## config.mk

```make
export PLATFORM = sky130hd
export DESIGN_NAME = dma_pace_unit
export DESIGN_NICKNAME = d
export VERILOG_FILES = /design/src/rtl/dma_pace_pkg.sv /design/src/rtl/dma_pace_stall.sv /design/src/rtl/dma_pace_backoff.sv /design/src/rtl/dma_pace_irq.sv /design/src/rtl/dma_pace_unit.sv
export SDC_FILE = /design/constraint.sdc
export NUM_CORES = 1
export LEC_CHECK = 0
export BUFFER_PORTS_ARGS = -buffer_cell sky130_fd_sc_hd__buf_2
export CORE_UTILIZATION = 50
export DETAILED_ROUTE_END_ITERATION = 8
export PLACE_DENSITY_LB_ADDON = 0.1
export SLEW_MARGIN = 20
export SYNTH_ARGS = -nofsm -noshare
export SYNTH_HDL_FRONTEND = slang
export SYNTH_HIERARCHICAL = 1
export SYNTH_SLANG_ARGS = --single-unit
```

## constraint.sdc

```tcl
create_clock -name clk -period 3.25 [get_ports clk]
set_input_delay 0.65 -clock clk [delete_from_list [all_inputs] [get_ports clk]]
set_output_delay 0.65 -clock clk [all_outputs]
set_load 0.01 [all_outputs]
```

## src/rtl/dma_pace_pkg.sv

```systemverilog
package dma_pace_pkg;

    localparam int SEL_W  = 3;
    localparam int PRE_W  = 6;
    localparam int UNIT_W = 16;
    localparam int DLY_W  = 11;

    typedef struct packed {
        logic              armed;
        logic [PRE_W-1:0]  pre;
        logic [UNIT_W-1:0] units;
        logic              flag;
    } stall_st_t;

    // Window in 64-clock units: 2^(2k+2)-1
    function automatic logic [UNIT_W-1:0] window_mask(input logic [SEL_W-1:0] sel);
        logic [UNIT_W:0] m;
        m = (({{UNIT_W{1'b0}}, 1'b1}) << (2 * int'(sel) + 2)) - 1'b1;
        return m[UNIT_W-1:0];
    endfunction

    // Back-off in clocks: 8 * 2^k (16 .. 1024)
    function automatic logic [DLY_W-1:0] backoff_len(input logic [SEL_W-1:0] sel);
        return DLY_W'(8) << sel;
    endfunction

endpackage

```

## src/rtl/dma_pace_stall.sv

```systemverilog
module dma_pace_stall
    import dma_pace_pkg::*;
(
    input  logic             clk,
    input  logic             rst_n,
    input  logic             watch_en,
    input  logic [SEL_W-1:0] sel,
    input  logic             grant,
    input  logic             release_p,
    input  logic             clr,
    output logic             flag
);
    stall_st_t s_d, s_q;
    logic      hit;

    always_comb begin
        s_d = s_q;
        hit = s_q.armed && watch_en &&
              (s_q.units == window_mask(sel)) && (s_q.pre == '0);
        if (grant) begin
            s_d.armed = 1'b0;
            s_d.pre   = '0;
            s_d.units = '0;
        end else if (release_p) begin
            s_d.armed = 1'b1;
            s_d.pre   = '0;
            s_d.units = '0;
        end else if (hit) begin
            s_d.armed = 1'b0;
        end else if (s_q.armed) begin
            s_d.pre = s_q.pre + 1'b1;
            if (s_q.pre == '1 && s_q.units != '1)
                s_d.units = s_q.units + 1'b1;
        end
        if (hit)
            s_d.flag = 1'b1;
        else if (clr)
            s_d.flag = 1'b0;
    end

    always_ff @(posedge clk or negedge rst_n) begin
        if (!rst_n) s_q <= '0;
        else        s_q <= s_d;
    end

    assign flag = s_q.flag;
endmodule

```

## src/rtl/dma_pace_backoff.sv

```systemverilog
module dma_pace_backoff
    import dma_pace_pkg::*;
(
    input  logic             clk,
    input  logic             rst_n,
    input  logic             mem_mode,
    input  logic [SEL_W-1:0] sel,
    input  logic             release_p,
    output logic             hold_d
);
    logic [DLY_W-1:0] cnt_d, cnt_q;

    always_comb begin
        cnt_d = cnt_q;
        if (release_p && mem_mode && sel != '0)
            cnt_d = backoff_len(sel);
        else if (cnt_q != '0)
            cnt_d = cnt_q - 1'b1;
        hold_d = (cnt_d != '0);
    end

    always_ff @(posedge clk or negedge rst_n) begin
        if (!rst_n) cnt_q <= '0;
        else        cnt_q <= cnt_d;
    end
endmodule

```

## src/rtl/dma_pace_irq.sv

```systemverilog
module dma_pace_irq (
    input  logic clk,
    input  logic rst_n,
    input  logic en_err,
    input  logic en_chain,
    input  logic en_xfer,
    input  logic err_src,
    input  logic chain_src,
    input  logic xfer_src,
    output logic irq
);
    logic irq_d, irq_q;

    always_comb begin
        irq_d = (en_err & err_src) | (en_chain & chain_src) | (en_xfer & xfer_src);
    end

    always_ff @(posedge clk or negedge rst_n) begin
        if (!rst_n) irq_q <= 1'b0;
        else        irq_q <= irq_d;
    end

    assign irq = irq_q;
endmodule

```

## src/rtl/dma_pace_unit.sv

```systemverilog
module dma_pace_unit
    import dma_pace_pkg::*;
(
    input  logic             clk,
    input  logic             rst_n,
    input  logic             cfg_io_mode,
    input  logic [SEL_W-1:0] cfg_sel,
    input  logic             en_err_irq,
    input  logic             en_chain_irq,
    input  logic             en_xfer_irq,
    input  logic             chan_active,
    input  logic             dev_req,
    input  logic             wait_zero,
    input  logic             bus_grant,
    input  logic             bus_release,
    input  logic             err_end,
    input  logic             chain_end,
    input  logic             xfer_end,
    input  logic             stall_clr,
    output logic             bus_req,
    output logic             stall_flag,
    output logic             chan_irq
);
    typedef struct packed {
        logic own;
        logic req;
    } top_st_t;

    top_st_t t_d, t_q;
    logic    hold_d;
    logic    stall_q;

    dma_pace_stall u_stall (
        .clk       (clk),
        .rst_n     (rst_n),
        .watch_en  (cfg_io_mode && cfg_sel != '0),
        .sel       (cfg_sel),
        .grant     (bus_grant),
        .release_p (bus_release),
        .clr       (stall_clr),
        .flag      (stall_q)
    );

    dma_pace_backoff u_backoff (
        .clk       (clk),
        .rst_n     (rst_n),
        .mem_mode  (!cfg_io_mode),
        .sel       (cfg_sel),
        .release_p (bus_release),
        .hold_d    (hold_d)
    );

    dma_pace_irq u_irq (
        .clk       (clk),
        .rst_n     (rst_n),
        .en_err    (en_err_irq),
        .en_chain  (en_chain_irq),
        .en_xfer   (en_xfer_irq),
        .err_src   (err_end | stall_q),
        .chain_src (chain_end),
        .xfer_src  (xfer_end),
        .irq       (chan_irq)
    );

    always_comb begin
        t_d = t_q;
        if (bus_grant)        t_d.own = 1'b1;
        else if (bus_release) t_d.own = 1'b0;
        if (cfg_io_mode)
            t_d.req = !t_d.own && chan_active && dev_req;
        else
            t_d.req = !t_d.own && chan_active && wait_zero && !hold_d;
    end

    always_ff @(posedge clk or negedge rst_n) begin
        if (!rst_n) t_q <= '0;
        else        t_q <= t_d;
    end

    assign bus_req    = t_q.req;
    assign stall_flag = stall_q;
endmodule

```

; After elaboration in Yosys (flattened, before gate mapping)
; Index checks and enable logic that the tools add are counted.
; Widths: inputs -> output; s select.
[word_totals]
reg_bits = 38
inputBits = 18
wordCells = 62
[classes]
add_sub_neg = 5
eq_ne = 4
shift = 2
mux = 13
n_bitwise = 6
reduce_logical = 24
[op_table]
columns = cell, n
row1 = $mux 23, 2
row2 = $mux 22, 2
row3 = $shl 1x32->16 const A, 1
row4 = $mux 11, 2
row5 = $reduce_bool 11->1, 2
row6 = $add 16x1->16 const B, 1
row7 = $eq 16x16->1, 1
row8 = $mux 16, 1
row9 = $ne 16x16->1 const B, 1
row10 = $sub 16x1->16 const B, 1
row11 = $reduce_bool 3->1, 4
row12 = $logic_and 1x1->1, 11
row13 = $shl 4x3->11 const A, 1
row14 = $sub 11x1->11 const B, 1
row15 = $add 6x1->6 const B, 1
row16 = $eq 6x6->1 const B, 1
row17 = $logic_not 6->1, 1
row18 = $mux 1, 6
row19 = $add 4x2->5 const B, 1
row20 = $and 1x1->1, 3
row21 = $logic_not 1->1, 3
row22 = $ne 3x3->1 const B, 1
row23 = $or 1x1->1, 3
row24 = $reduce_and 3->1, 1
row25 = other kinds (2), 2

; Longest topological paths before layout
; Gate-level depths: netlist of run 1.
[depth]
depth_word = 9
ltp_mapped = 11

; Hierarchy
; Netlist of run 1, hierarchy kept.
[by_module_without_submodules]
columns = module, n_inst, cells_each, area_per_inst_um2, seq_area_each_um2
row1 = dma_pace_stall, 1, 176, 1589.0, 600.6
row2 = dma_pace_backoff, 1, 101, 838.3, 275.3
row3 = dma_pace_unit, 1, 12, 112.6, 50.0
row4 = dma_pace_irq, 1, 3, 38.8, 25.0

; Worst setup path before layout of run 1
; OpenSTA, ideal clock, no wires.
[synth_path]
path_kind = register -> register
from = register u_backoff.cnt_q[0]
to = register t_q, in the netlist bus_req
t_arrival_ps = 2812
path_slack_ps = 327
stages_incl_launch_ff = 12
path_buffers = 2
cell_sequence = dfrtp_1 -> inv_1 -> ha_1 -> or3b_2 -> clkbuf_1 -> or3_4 -> buf_6 -> a21oi_2 -> a21oi_1 -> nand4b_1 -> or3b_1 -> a2111oi_2
[synth_lines]
columns = item, line_no
row1 = "start, declared", dma_pace_backoff.sv:11  ; logic [DLY_W-1:0] cnt_d, cnt_q;
row2 = "start signal, assigned", dma_pace_backoff.sv:24  ; else cnt_q <= cnt_d;
row3 = "end signal, assigned", dma_pace_unit.sv:77  ; else t_q <= t_d;
row4 = "end, declared", dma_pace_unit.sv:29  ; top_st_t t_d, t_q;

==> key figures, run 1 <==
Status
  • Status: finished, final reports clean

Finish
  • Layout Utilization: 58.6%
  • Diode count: 0
  • P&R area growth vs syn: 10.2%
  • # nets final: 331
  • Layout cells sized above 1: 16.6%

Drt
  • Vias: 2162
  • Initial DRC Count: 111
  • DRC Markers: 0
  • First drt pass iteration count: 4
  • WL final: between 5000 and 6000 um
  • Post-DRT Antenna Nets: 0
  • DR WL/cell: 15.1 um
  • Via-per-instance ratio: 5.77

Timing
  • Worst slew margin: between 40% and 50%
  • Final worst-path cycle share: 91.7%
  • Final Max Tran Viols: 0
  • Worst-Margin Slew: 0.838 ns
  • Achievable frequency: 0.336 GHz
  • RSZ-0062 raised after global routing: no
  • Setup TNS: 0 ns
  • Hold Fails Final Rpt: 0
  • Tmin final: around 3.0 ns
  • Final Setup Violations: 0
  • Final clock skew: approximately 0.0056 ns

Global routing
  • Total GRT Usage: 23.0%
  • First-pass GRT wire length: 9380 um
  • Initial antenna violation count: 0
  • Grt ovf: 0
  • Vias in the first global route: between 1.5k and 2k
  • Largest net degree at the start of global routing: 39

Critical path
  • Critical path cell sequence: inv_1, ha_1, or3b_2, or3_4, a21oi_2, a21oi_1, nand4b_1, or3b_1, a2111oi_2
  • Critical Path Sink Type: register
  • Critical Path AT: 3.18 ns
  • Crit-path max cell delay: 0.56 ns
  • Worst-path fanout max: 7
  • Worst Setup Start Kind: register
  • Required time worst endpoint: 3.45 ns
  • Crit-path slowest cell: or3b_2
  • Top Family by Delay on Critical Path: simple AND/OR/NAND/NOR gates
  • CP Buf/Inv Count: 1
  • WS Path Type: register to register

Yosys
  • Post-synthesis register bit count: 38
  • Adder-cell share of the synthesized area: 2.91%
  • Synth Flop Type: dfrtp_1
  • Main combinational cell family by area after synthesis: simple AND/OR/NAND/NOR gates
  • Synth Area in Compound Gates: 19.2%
  • Synth warn: 6
  • Syn Area/Cell: roughly 8.8 um^2
  • Post-Synth Simple-Gate Area: 26.7%
  • Post-Syn Area: 0.00258 mm^2
  • Synth Area in XOR/XNOR: 6.45%
  • Multiplexer share of the synthesized area: roughly 1.6%
  • Post-synth EDFFs: 0
  • Asr flop ratio synth: 100%
  • Cells after Synth: 292
  • Post-synthesis sequential area ratio: a little under two fifths
  • Syn nets: 316
  • Netlist cell types: 65

Pwr
  • Pwr/cell area: 580 mW/mm^2
  • Leakage: 1.19 nW
  • Max VDD drop: 0.000321 V

Clock network
  • CTS Buf Count: 5
  • TritonCTS clock tree: done
  • CTS Sinks: 38
  • Depth of the CTS H-tree: 2
  • Root Buffer: clkbuf_8
  • Worst-Skew Late Latency: approximately 0.3 ns
  • Hold_buf cts: 0
  • Clk slew on worst S/H paths: roughly 0.08 ns
  • Clk buf depth: 2

Floorplan
  • Initial core utilization: 53.2%
  • Rows: 25
  • Die span in x: 73.8 um
  • Core Box Area: 0.00485 mm^2
  • Die Height: 73.8 um
  • Die area: 0.00545 mm^2
  • Ports: 21

Placed design
  • I/O Buffers: 20
  • Post-DP HPWL: approximately 4000 um
  • Final GP Congestion: 0.889

Job
  • Number of max-cap violations: 0

Min path
  • HP Class: input port to async pin
## cell type report
| cell class | count | area, um^2 |
|---|---|---|
| Tap cell | 67 | 83.8 |
| Fill cell | 447 | 2010 |
| Clock inverter | 2 | 60.1 |
| Inverter | 16 | 60.1 |
| Sequential cell | 38 | 951 |
| Clock buffer | 6 | 82.6 |
| Multi-Input combinational cell | 222 | 1480 |
| Timing Repair Buffer | 24 | 130 |
## metal layers
layer | GRT usage (%) | vias to the layer above | part of all wire, %
li1 | - | 1075 | -
met1 | 31.4 | 1023 | 49
met2 | 35.3 | 59 | 44
met3 | 4.94 | 5 | 5.7
met4 | 9.62 | 0 | 1.4
met5 | 0 | - | 0
## final timing paths
kind | start | to | slack, ns | cells past startpoint
worst min-delay path | rst_n | u_stall/s_q[7] | 0.45 | 1
worst max register to register | u_backoff/cnt_q[0] | bus_req | 0.27 | 9
worst max-delay path | u_backoff/cnt_q[0] | bus_req | 0.27 | 9
worst min register to register | u_stall/flag | u_stall/flag | 0.53 | 2
min in group clk | stall_clr | u_stall/flag | 0.52 | 2
max in group asynchronous | rst_n | u_stall/s_q[19] | 2.28 | 1
## registers in the layout, indices dropped and copies added, names as in the netlist
| signal | flops |
|---|---|
| u_backoff/cnt_q | 11 |
| t_q | 1 |
| bus_req | 1 |
| u_irq/irq | 1 |
| u_stall/s_q | 23 |
| u_stall/flag | 1 |
## power breakdown
group	switching (W)	internal [W]	total (W)
registers	0.0000857	0.000539	0.000624
logic	0.000289	0.000228	0.000517
clock network	0.000179	0.000327	0.000507
## placed cells by master (no fill, tap or decap), types with 4 or more instances in the layout
| cell type | n |
|---|---|
| nand2b_1 | 4 |
| buf_2 | 20 |
| nor2_1 | 35 |
| or3_1 | 4 |
| and3_1 | 5 |
| or2_2 | 5 |
| xnor2_1 | 7 |
| o21ai_0 | 8 |
| clkbuf_8 | 6 |
| mux2i_1 | 4 |
| nor3_1 | 16 |
| inv_1 | 16 |
| nand2_1 | 20 |
| nand3_1 | 8 |
| ha_1 | 6 |
| buf_4 | 4 |
| nand4_1 | 10 |
| dfrtp_1 | 38 |
| xor2_1 | 12 |
| a21oi_1 | 17 |
## metrics by stage
step                      total power (W)  hold WS, ns  cells  area, um^2  setup slack [ns]
after floorplan                   0.00104        0.354    292        2580             0.327
after global placement            0.00112        0.514    367        2690             0.319
after detailed placement          0.00113        0.527    367        2690             0.187
after CTS                         0.00165        0.475    375        2840             0.168
after global routing              0.00174        0.515    375        2840            0.0771
final                             0.00165        0.450    375        2840             0.271
## cell families after synthesis
family                   Yosys count
flip-flops                        38
AO/OA/AOI/OAI                     63
XOR/XNOR                          19
multiplexers                       4
other                              1
AND/OR/NAND/NOR                  129
adder cells (fa/ha/maj)            6
buffers and inverters             32
## cell usage after synthesis, types with 2 or more instances
library cell	instances	area (um^2)
a211o_1	2	17.5
a211oi_1	2	15.0
a21oi_1	17	85.1
a31oi_1	3	18.8
and2_1	3	18.8
and3_1	5	31.3
buf_6	5	56.3
clkbuf_1	9	33.8
dfrtp_1	38	951
ha_1	6	75.1
inv_1	16	60.1
mux2i_1	4	40.0
nand2_1	20	75.1
nand2b_1	4	25.0
nand3_1	8	40.0
nand4_1	10	62.6
nor2_1	35	131
nor2b_1	2	12.5
nor3_1	16	80.1
nor4_1	3	18.8
nor4bb_1	2	20.0
o21ai_0	8	40.0
o21ai_1	3	15.0
o22ai_1	2	12.5
o311ai_0	2	17.5
o31a_1	3	26.3
or2_2	5	31.3
or3_1	4	25.0
or4_4	2	22.5
xnor2_1	7	61.3
xor2_1	12	105
## timing repair
item / in CTS / in global routing
hold endpoints to repair: 0 / 0
buffers inserted: 0 / 0
gates resized for setup: 0 / 2
setup endpoints to repair: 0 / 1
Power figures use the tool's default switching activity.
==> inputs of run 2 (changes only) <==
- clock period: 3.25 -> 3.6 ns (I/O delays scaled with it)
==> run 2 against run 1 <==
Non-clock buffer count is 3 lower; sequential share of layout area up 1.2 points; worst hold slack better by 0.084 ns; count of clock-buffer cells in the layout increased by 1; die area stayed put; critical endpoint unchanged; flip-flop and latch count is the same; fmax decreased by 2.0%; cell count decreased by 1.1%; worst setup slack gained 0.29 ns; combinational power shrank 12%; critical path depth is the same; clock power is 46% lower.
==> key figures, run 2 (same netlist as run 1, synthesis figures left out) <==
Timing
  • RSZ-0062 raised after global routing: no
  • PnR worst setup slack: 0.560 ns
  • Worst slew margin: 42.3%
  • Hold Fails Final Rpt: 0
  • Final Setup Violations: 0
  • Worst-Margin Slew: approximately 0.87 ns
  • Setup TNS: 0 ns
  • Tmin final: slightly above 3 ns
  • Final clock skew: 0.00243 ns
  • Final worst-path cycle share: 84.4%
  • Final Max Tran Viols: 0
  • Achievable frequency: 0.329 GHz
  • Hold slack: 0.533 ns

Finish
  • Diode count: 0
  • P&R area growth vs syn: 6.55%
  • Final non-filler cell total: 371
  • Commonest cells after routing, fill and taps aside: dfrtp_1 (38), nor2_1 (35), nand2_1 (20), buf_2 (20), a21oi_1 (17)
  • Max FFs per register: 23
  • Layout cells sized above 1: 14.5%
  • Commonest non-fill, non-tap cell in the layout: dfrtp_1
  • Largest Register: u_stall/s_q
  • # nets final: about 330
  • Largest regs: u_stall/s_q: 23 flops, u_backoff/cnt_q: 11 flops

Critical path
  • Critical path cell sequence: inv_1, ha_1, or3b_2, or3_4, a21oi_2, a21oi_1, nand4b_1, or3b_1, a2111oi_2
  • Reg2reg end: bus_req
  • Crit-path max cell delay: 0.55 ns
  • Worst-path fanout max: 7
  • WS Path Type: register to register
  • Reg-to-Reg Start: u_backoff/cnt_q[0]
  • Required time worst endpoint: approximately 3.8 ns
  • CP Launch Point: u_backoff/cnt_q[0]
  • Critical Path AT: 3.22 ns
  • Worst Setup Start Kind: register
  • Critical Path Sink Type: register
  • R2R Setup Slk: 0.56 ns
  • Reg2reg path depth: 9
  • Crit-path slowest cell: or3b_2

Placed design
  • Post-DP HPWL: around 4000 um
  • Placed cells: around 360
  • Final GP Congestion: 0.875
  • I/O Buffers: 20
  • Place WS: 0.553 ns

Clock network
  • Clk slew on worst S/H paths: roughly 0.070 ns
  • Depth of the CTS H-tree: 2
  • Worst-Skew Late Latency: about 0.29 ns
  • TritonCTS clock tree: done
  • Post CTS Setup Buffer Count: 0
  • Post-CTS Resized: 0
  • CTS Sinks: 38
  • Hold_buf cts: 0
  • Clk buf depth: 2
  • Root Buffer: clkbuf_8
  • CTS Buf Count: 5

Pwr
  • Leakage: approximately 1.1 nW
  • Max VDD drop: around 0.00023 V
  • Clk pwr share: 21.1%
  • Logic gate share of total power: 35.2%
  • Sw frac: 36.4%
  • Design Power: about 0.0013 W
  • Cell Int Power: between 0.0008 and 0.0009 W
  • Switching power: 0.000470 W
  • Sequential Power Share: 43.8%
  • Pwr/cell area: 470 mW/mm^2

Drt
  • Post-DRT Antenna Nets: 0
  • First drt pass iteration count: 4
  • Via-per-instance ratio: 5.77
  • WL final: 5530 um
  • Initial DRC Count: 192
  • DR WL/cell: 14.9 um
  • DRC Markers: 0
  • Vias: 2141

Floorplan
  • Rows: 25
  • Initial core utilization: 53.2%
  • Ports: 21
  • Die area: 0.00545 mm^2
  • Core Box Area: 0.00485 mm^2
  • Die Height: around 74 um
  • Die span in x: approximately 74 um

Global routing
  • Largest net degree at the start of global routing: 39
  • First-pass GRT wire length: 9190 um
  • Grt ovf: 0
  • Initial antenna violation count: 0
  • Vias in the first global route: ~1.9k
  • Total GRT Usage: between 20% and 30%

Min path
  • Hold path startpoint: u_stall/flag
  • HP Class: register to register
  • Hold path cells: 2
  • Hold EP: u_stall/flag

Job
  • Number of max-cap violations: 0

Status
  • Status: finished, final reports clean
-- run 2: area by class of cell --
class / count / area [um^2]
timing repair buffer: 21 / 108
inverter: 16 / 60.1
clock buffer: 7 / 76.3
sequential: 38 / 951
multi-input combinational: 222 / 1470
fill: 454 / 2100
tap: 67 / 83.8
-- run 2: worst max path at each step --
| stage | to | slack [ns] | cells after the start |
|---|---|---|---|
| detailed placement | u_stall/s_q[19] | 0.55 | 9 |
| global route | bus_req | 0.35 | 9 |
| CTS | bus_req | 0.57 | 9 |
| global placement | u_stall/s_q[19] | 0.59 | 9 |
| finish | bus_req | 0.56 | 9 |
| floorplan | bus_req | 0.68 | 11 |
-- run 2: metal layers --
layer  track usage (%)  vias up  share of wire, %
met1              34.4      993                50
met3              4.12        6               6.8
met2              30.7       69                42
met5                 0        -                 0
li1                  -     1073                 -
met4              7.69        0               1.2
-- run 2: stage by stage --
step,utilization (%),instance area (um^2)
floorplan,-,2580
detailed placement,55.1,2670
CTS,56.7,2750
global route,56.7,2750
finish,56.7,2750
global placement,55.1,2670
-- run 2: power groups by stage --
stage | Clock (W) | Sequential [W] | Combinational [W]
floorplan | 0 | 0.000542 | 0.000397
global placement | 0 | 0.000571 | 0.000451
detailed placement | 0 | 0.000570 | 0.000450
CTS | 0.000284 | 0.000563 | 0.000450
global route | 0.000298 | 0.000574 | 0.000503
finish | 0.000272 | 0.000566 | 0.000454
-- run 2: worst max-delay path: cells and delay by family (launching register included) --
family	cells	cell delay [ns]
AOI/OAI and AO/OA	3	0.63
DFF	1	0.42
and+or+nand+nor	4	1.60
adders and majority gates	1	0.18
buffers and inverters	1	0.11
